**src/rtl/vec_hsub_pkg.sv**
```systemverilog
package vec_hsub_pkg;
   typedef enum logic [1:0] {
      HS_KEEP_HI  = 2'b00,
      HS_ZERO_HI  = 2'b01,
      HS_WIDE     = 2'b10,
      HS_WIDE_ALT = 2'b11
   } hs_mode_e;

   typedef enum logic {
      HS_NARROW = 1'b0,
      HS_BROAD  = 1'b1
   } hs_size_e;
endpackage

```
**src/rtl/vec_hsub_pair.sv**
```systemverilog
// One wrapping difference: low element minus high element of a pair.
module vec_hsub_pair #(
   parameter int unsigned ELEM_W = 16
) (
   input  logic [2*ELEM_W-1:0] pair_in,
   output logic [ELEM_W-1:0]   diff_out
);
   if (ELEM_W < 2) begin : g_bad_w
      $error("vec_hsub_pair: ELEM_W must be at least 2");
   end

   always_comb begin
      diff_out = pair_in[ELEM_W-1:0] - pair_in[2*ELEM_W-1:ELEM_W];
   end
endmodule

```
**src/rtl/vec_hsub_pack.sv**
```systemverilog
// Packs pair differences of one lane for one element width:
// operand A pairs fill the low half, operand B pairs the high half.
module vec_hsub_pack #(
   parameter int unsigned LANE_W = 128,
   parameter int unsigned ELEM_W = 16
) (
   input  logic [LANE_W-1:0] lane_a,
   input  logic [LANE_W-1:0] lane_b,
   output logic [LANE_W-1:0] lane_res
);
   localparam int unsigned PAIR_W = 2 * ELEM_W;
   localparam int unsigned NPAIR  = LANE_W / PAIR_W;
   localparam int unsigned HALF_W = LANE_W / 2;

   if (LANE_W % PAIR_W != 0) begin : g_bad_div
      $error("vec_hsub_pack: LANE_W must be a multiple of twice ELEM_W");
   end

   for (genvar p = 0; p < NPAIR; p++) begin : g_pair
      vec_hsub_pair #(.ELEM_W(ELEM_W)) u_from_a (
         .pair_in  (lane_a[p*PAIR_W +: PAIR_W]),
         .diff_out (lane_res[p*ELEM_W +: ELEM_W])
      );
      vec_hsub_pair #(.ELEM_W(ELEM_W)) u_from_b (
         .pair_in  (lane_b[p*PAIR_W +: PAIR_W]),
         .diff_out (lane_res[HALF_W + p*ELEM_W +: ELEM_W])
      );
   end
endmodule

```
**src/rtl/vec_hsub_lane.sv**
```systemverilog
// One lane: both element widths computed in parallel, selected by size.
module vec_hsub_lane #(
   parameter int unsigned LANE_W   = 128,
   parameter int unsigned NARROW_W = 16
) (
   input  logic              size_sel,
   input  logic [LANE_W-1:0] lane_a,
   input  logic [LANE_W-1:0] lane_b,
   output logic [LANE_W-1:0] lane_res
);
   import vec_hsub_pkg::*;

   localparam int unsigned BROAD_W = 2 * NARROW_W;

   logic [LANE_W-1:0] res_narrow;
   logic [LANE_W-1:0] res_broad;

   vec_hsub_pack #(.LANE_W(LANE_W), .ELEM_W(NARROW_W)) u_narrow (
      .lane_a   (lane_a),
      .lane_b   (lane_b),
      .lane_res (res_narrow)
   );

   vec_hsub_pack #(.LANE_W(LANE_W), .ELEM_W(BROAD_W)) u_broad (
      .lane_a   (lane_a),
      .lane_b   (lane_b),
      .lane_res (res_broad)
   );

   always_comb begin
      lane_res = (size_sel == HS_BROAD) ? res_broad : res_narrow;
   end
endmodule

```
**src/rtl/vec_hsub_unit.sv**
```systemverilog
// Packed horizontal subtractor, two lanes, registered output.
module vec_hsub_unit #(
   parameter int unsigned LANE_W   = 128,
   parameter int unsigned NARROW_W = 16,
   localparam int unsigned VEC_W   = 2 * LANE_W
) (
   input  logic             clk,
   input  logic             rst,
   input  logic             in_valid,
   input  logic             elem_size,
   input  logic [1:0]       mode,
   input  logic [VEC_W-1:0] src_a,
   input  logic [VEC_W-1:0] src_b,
   output logic             out_valid,
   output logic [VEC_W-1:0] result
);
   import vec_hsub_pkg::*;

   localparam int unsigned NLANE = 2;

   if (LANE_W % (4 * NARROW_W) != 0) begin : g_bad_lane
      $error("vec_hsub_unit: LANE_W must hold a whole number of broad pairs");
   end
   if (NARROW_W < 2) begin : g_bad_narrow
      $error("vec_hsub_unit: NARROW_W too small");
   end

   logic [NLANE-1:0][LANE_W-1:0] lane_res;
   logic [LANE_W-1:0]            hi_next;
   logic                         hi_load;

   for (genvar l = 0; l < NLANE; l++) begin : g_lane
      vec_hsub_lane #(.LANE_W(LANE_W), .NARROW_W(NARROW_W)) u_lane (
         .size_sel (elem_size),
         .lane_a   (src_a[l*LANE_W +: LANE_W]),
         .lane_b   (src_b[l*LANE_W +: LANE_W]),
         .lane_res (lane_res[l])
      );
   end

   always_comb begin
      hi_next = lane_res[1];
      hi_load = 1'b1;
      unique case (hs_mode_e'(mode))
         HS_KEEP_HI:  begin hi_next = lane_res[1]; hi_load = 1'b0; end
         HS_ZERO_HI:  begin hi_next = '0;          hi_load = 1'b1; end
         HS_WIDE:     begin hi_next = lane_res[1]; hi_load = 1'b1; end
         HS_WIDE_ALT: begin hi_next = lane_res[1]; hi_load = 1'b1; end
         default:     begin hi_next = lane_res[1]; hi_load = 1'b1; end
      endcase
   end

   always_ff @(posedge clk) begin
      if (rst) begin
         out_valid <= 1'b0;
         result    <= '0;
      end else begin
         out_valid <= in_valid;
         if (in_valid) begin
            result[LANE_W-1:0] <= lane_res[0];
            if (hi_load) begin
               result[VEC_W-1:LANE_W] <= hi_next;
            end
         end
      end
   end
endmodule

```
**config.mk**
```make
export PLATFORM = sky130hd
export DESIGN_NAME = vec_hsub_unit
export DESIGN_NICKNAME = d
export VERILOG_FILES = /design/src/rtl/vec_hsub_pkg.sv /design/src/rtl/vec_hsub_pair.sv /design/src/rtl/vec_hsub_pack.sv /design/src/rtl/vec_hsub_lane.sv /design/src/rtl/vec_hsub_unit.sv
export SDC_FILE = /design/constraint.sdc
export NUM_CORES = 2
export LEC_CHECK = 0
export ABC_AREA = 1
export CORE_ASPECT_RATIO = 0.7
export CORE_MARGIN = 4
export CORE_UTILIZATION = 45
export CTS_CLUSTER_DIAMETER = 60
export DETAILED_ROUTE_END_ITERATION = 12
export DONT_BUFFER_PORTS = 1
export PLACE_DENSITY = 0.61
export SYNTH_ARGS = -nofsm -noshare
export SYNTH_HDL_FRONTEND = slang
export SYNTH_HIERARCHICAL = 1
export SYNTH_SLANG_ARGS = --single-unit
export TNS_END_PERCENT = 1
```
**constraint.sdc**
```tcl
create_clock -name clk -period 2.2 [get_ports clk]
set_clock_uncertainty 0.15 [all_clocks]
set_input_delay 0.44 -clock clk [delete_from_list [all_inputs] [get_ports clk]]
set_output_delay 0.44 -clock clk [all_outputs]
set_load 0.02 [all_outputs]
```
---- Word level (Yosys, flattened, before mapping) ----
Index checks and enable logic that the tools add are counted.
word-level totals
  register bits after elaboration ......... 257
  output and inout port bits .............. 257
  logic and storage cells ................. 38
cells by class
  add/sub/neg operators ................... 24
  equality and inequality tests ........... 3
  multiplexer cells ....................... 4
  reductions and logical operators ........ 4
operators with widths
  operator              number
  $mux W128             2
  $pmux W128 S2         1
  $sub A16 B16 Y16      16
  $sub A32 B32 Y32      8
  $reduce_or A3 Y1      2
  $eq A2 B2 Y1 const B  2
  $eq A2 B1 Y1 const B  1
  $logic_not A2 Y1      1
  $pmux W1 S2           1
  $reduce_and A2 Y1     1

---- Logic depth before layout (Yosys ltp) ----
  depth in word-level cells ............... 4
  mapped depth ............................ 17

---- Hierarchy ----
Netlist, hierarchy kept.
modules (own cells, without submodules)
  module                                                             instances  cells each  area an instance (um2)
  vec_hsub_pair at g_lane[0].u_lane.u_narrow.g_pair[2].u_from_b ...  11         194         965.9
  vec_hsub_pair at g_lane[0].u_lane.u_broad.g_pair[0].u_from_a ...   4          535         2518.7
  vec_hsub_pair at g_lane[1].u_lane.u_broad.g_pair[0].u_from_a ...   4          534         2502.4
  vec_hsub_unit                                                      1          1383        9790.6
  vec_hsub_pair at g_lane[0].u_lane.u_narrow.g_pair[0].u_from_a ...  5          196         972.2
  vec_hsub_lane                                                      2          413         1756.7

---- Worst setup path before layout ----
No wires, ideal clock.
  path kind ............................... input to register
  start point ............................. in src_a[0]
  end point ............................... reg result[28]
  data arrival time ....................... 1.988 ns
  data required time ...................... 1.980 ns
  setup slack ............................. -0.008 ns
  cell stages on the path ................. 16
  cells stage by stage .................... inv_1 ha_1 fa_1 inv_1 nand3_1 nand3_1 nand3_1 nand3_1 nand2_1 nand2_1 nand2_1 nand2_1 nand2_1 nand2_1 nand2_1 a21oi_1
RTL lines
  element                          line                 RTL
  from (decl)                      vec_hsub_unit.sv:12  input logic [VEC_W-1:0] src_a,
  to (signal, indexed assignment)  vec_hsub_unit.sv:60  result[LANE_W-1:0] <= lane_res[0];
  to (signal, indexed assignment)  vec_hsub_unit.sv:62  result[VEC_W-1:LANE_W] <= hi_next;
  to (decl)                        vec_hsub_unit.sv:15  output logic [VEC_W-1:0] result

==> impl_metrics.json <==
{
  "hold_path_depth": 2,
  "rsz0062_at_grt": "yes",
  "via_per_inst": 4.99,
  "antenna_found_initial": 22,
  "fin_hold_ws_ns": -0.0399,
  "drt_iter0_drc": 4927,
  "crit_arrival_ns": 2.62,
  "setup_slack_ns": -0.0323,
  "dr.pass1.iters": 7,
  "cap_violations": 0,
  "dieWidth_um": 402,
  "violations": "hold timing, setup timing",
  "worst_setup_path_start_kind": "primary input",
  "p_seq_frac": 0.214,
  "layout-drive-gt1-share": 0.0875,
  "dp_slack_ns": -0.355,
  "syn_inst": 9599,
  "hold_viol_final": 1,
  "synth_seq_area_share": 0.105,
  "track_usage": 0.349,
  "cts.sinks": 257,
  "cp_max_fo": 4,
  "r2r_cells": 6,
  "die_height_um": 284,
  "start_util": 0.456,
  "design_area_um2": 58000,
  "wl_mm": 210,
  "place.gp.congestion": 1.03,
  "grt_pass1_vias": 53000,
  "fin_crit_sh": 1.01,
  "fmax_ghz": 0.448,
  "synth_fp_nets": 10629,
  "cts_tree": "done",
  "critical_path_class": "in -> reg",
  "worst-path-buf-inv": 3,
  "dp_cells": 11281,
  "ys_warn_count": 6,
  "pwr-share-clk": 0.293,
  "crit_path_end_kind": "register",
  "hpwl_mm": 170,
  "worstPathRequired_ns": 2.58,
  "synthesis.area_um2": 48900,
  "coreArea_um2": 107000,
  "grt_pass1_wl_mm": 312,
  "clockBufferDepth": 3,
  "hold_class": "in -> reg",
  "clkTransAtPathRegs_ns": 0.06,
  "fin_setup_tns_ns": -0.0608,
  "hold_buffers": 222,
  "syn_area_per_cell_um2": 5.09,
  "fin_cells": 11618,
  "p_leak_nw": 37.6,
  "yosys_register_bits": 257,
  "relSlewSlack": 0.264,
  "status": "finished, violations left",
  "grt-ovfl-total": 0,
  "drt_drc_violations_left": 0,
  "die_area_um2": 114000,
  "finalCriticalPeriod_ns": 2.23,
  "p_per_area_nw_per_um2": 475,
  "clock_latency_ns": 0.59,
  "io_pins": 775,
  "wire_per_inst_um": 18.0,
  "detail-route-antenna-nets": 0,
  "cts_root_buf": "clkbuf_16",
  "placed_area_um2": 52800,
  "power_switching_w": 0.0122,
  "row_count": 100,
  "numCtsBuffers": 45,
  "synth_cell_types": 31,
  "cp_cell_sequence": "inv_1 -> ha_1 -> nand2_1 -> nor2_1 -> buf_4 -> nand2_1 -> nand2_1 -> a21oi_2 -> nand2_1 -> nand2_1 -> nand2_1 -> nand2_1 -> nand2_1 -> nand2_1 -> a21oi_1 -> dlygate4sd3_1",
  "vias": 57962,
  "crit_top_cell": "nand2_1",
  "ir_worst_vdd_uv": 489,
  "nets": 11154,
  "setup_viol": 3,
  "pwr-share-comb": 0.493,
  "critical-path-top-delay-family": "simple AND/OR/NAND/NOR gates",
  "syn_to_final_growth_pct": 18.6,
  "slew_violations": 0,
  "cts_htree_levels": 2,
  "internal_power_w": 0.0153,
  "slowest_delay_ns": 0.56,
  "p_sw_frac": 0.443,
  "slowest_stage": "dlygate4sd3_1",
  "crit_cells": 16,
  "grt_max_degree": 223,
  "worst_pin_slew_ns": 1.10,
  "io_buffer_count": 0
}
==> registers in the layout (all words and copies together) (netlist names) <==
signal / flops
result: 256
out_valid: 1
==> kinds of logic (layout without fill, tap and decap cells) <==
family                     Yosys count  in the layout  synth area share
DFF                                257            257             0.105
and+or+nand+nor                   5700           5700             0.468
AOI/OAI and AO/OA                  493            493            0.0530
other                                0             29                 0
adders and majority gates          512            512             0.135
xor gates and xnor gates           248            248            0.0444
buffers and inverters             2389           2951             0.194
==> placed cells by master, fill, tap and decap left out, types with 5 or more instances in the layout <==
cell type      Yosys  final
dlygate4sd3_1      0    214
nor3_1            48     45
clkbuf_16          0     47
nand2_1         4314   4279
inv_6              0      6
bufinv_16          0      7
fa_2               0      6
a21oi_1          456    438
diode_2            0     29
buf_12             0     16
dfxtp_1          257    257
ha_4               0     53
ha_1             488    418
nand2_4            4      5
buf_4              3    401
clkinvlp_4         0      5
nand4_1           72     72
xor2_2             0      7
o21bai_1          16     16
nand3_1          509    499
o21bai_2           8      8
xnor2_1           49     49
or2_1              9      9
a21oi_2            4     22
nor3_2            16     19
nand3_2           12     22
ha_2               0     17
nor2_1           569    546
nor2_2            17     36
inv_8              0      8
inv_2             23     21
a21o_1             8      8
nand2_2          122    156
inv_1           2207   2204
fa_1              24     18
xor2_1           199    191
==> layout make-up <==
type | instances | area [um^2]
Tap cell | 1428 | 1790
Antenna cell | 29 | 72.6
Clock inverter | 31 | 437
Fill cell | 11666 | 49100
Timing Repair Buffer | 637 | 5590
Sequential cell | 257 | 5140
Clock buffer | 53 | 1240
Inverter | 2230 | 8390
Multi-Input combinational cell | 6953 | 35300
==> cell usage after synthesis <==
master,n,area [um^2]
nor2_1,569,2140
nor3_1,48,240
clkbuf_1,18,67.6
xnor2_1,49,429
o21bai_2,8,90.1
nand2_4,4,45.0
a21oi_1,456,2280
and2_2,4,30.0
dfxtp_1,257,5140
nor3_2,16,160
nand3_2,12,120
nand2_2,122,763
xor2_1,199,1740
fa_1,24,480
nand4_1,72,450
ha_1,488,6110
inv_1,2207,8280
or2_1,9,56.3
and2_1,4,25.0
a21oi_2,4,35.0
o21bai_1,16,120
buf_4,3,22.5
nand3_1,509,2550
nand2_1,4314,16200
inv_2,23,86.3
buf_1,7,26.3
buf_6,58,653
a21o_1,8,60.1
nor2_2,17,106
buf_2,73,365
o21ai_0,1,5.00
==> timing repair <==
action                                 CTS  global route
setup endpoints to repair                0            61
endpoints found under the hold margin  256             1
gates resized for setup                  0           191
buffers inserted                         0             3
==> per-layer routing <==
layer	vias to the layer above	part of all wire	track usage
met4	16	0.049	0.148
met2	2195	0.42	0.538
met1	25869	0.42	0.453
li1	29489	-	-
met3	393	0.11	0.103
met5	-	0.00054	0
==> power groups by stage <==
stage | sequential (W) | combinational, W | clock [W]
floorplan | 0.00573 | 0.00900 | 0
global placement | 0.00599 | 0.0124 | 0
detailed placement | 0.00599 | 0.0125 | 0
CTS | 0.00589 | 0.0130 | 0.00823
global route | 0.00590 | 0.0152 | 0.00844
finish | 0.00589 | 0.0136 | 0.00807
==> final timing paths <==
check	startpoint	endpoint	slack, ns
max	src_b[47]	result[91]	-0.03
min	in_valid	result[55]	-0.04
max reg2reg	result[177]	result[177]	0.11
min reg2reg	result[56]	result[56]	0.42
==> metrics by stage <==
step / power, W / utilization
6_report: 0.0275 / 0.541
5_1_grt: 0.0296 / 0.541
4_1_cts: 0.0271 / 0.530
3_5_place_dp: 0.0185 / 0.493
3_3_place_gp: 0.0184 / 0.493
2_1_floorplan: 0.0147 / -
Note: power is estimated with default switching activity, not from simulation.
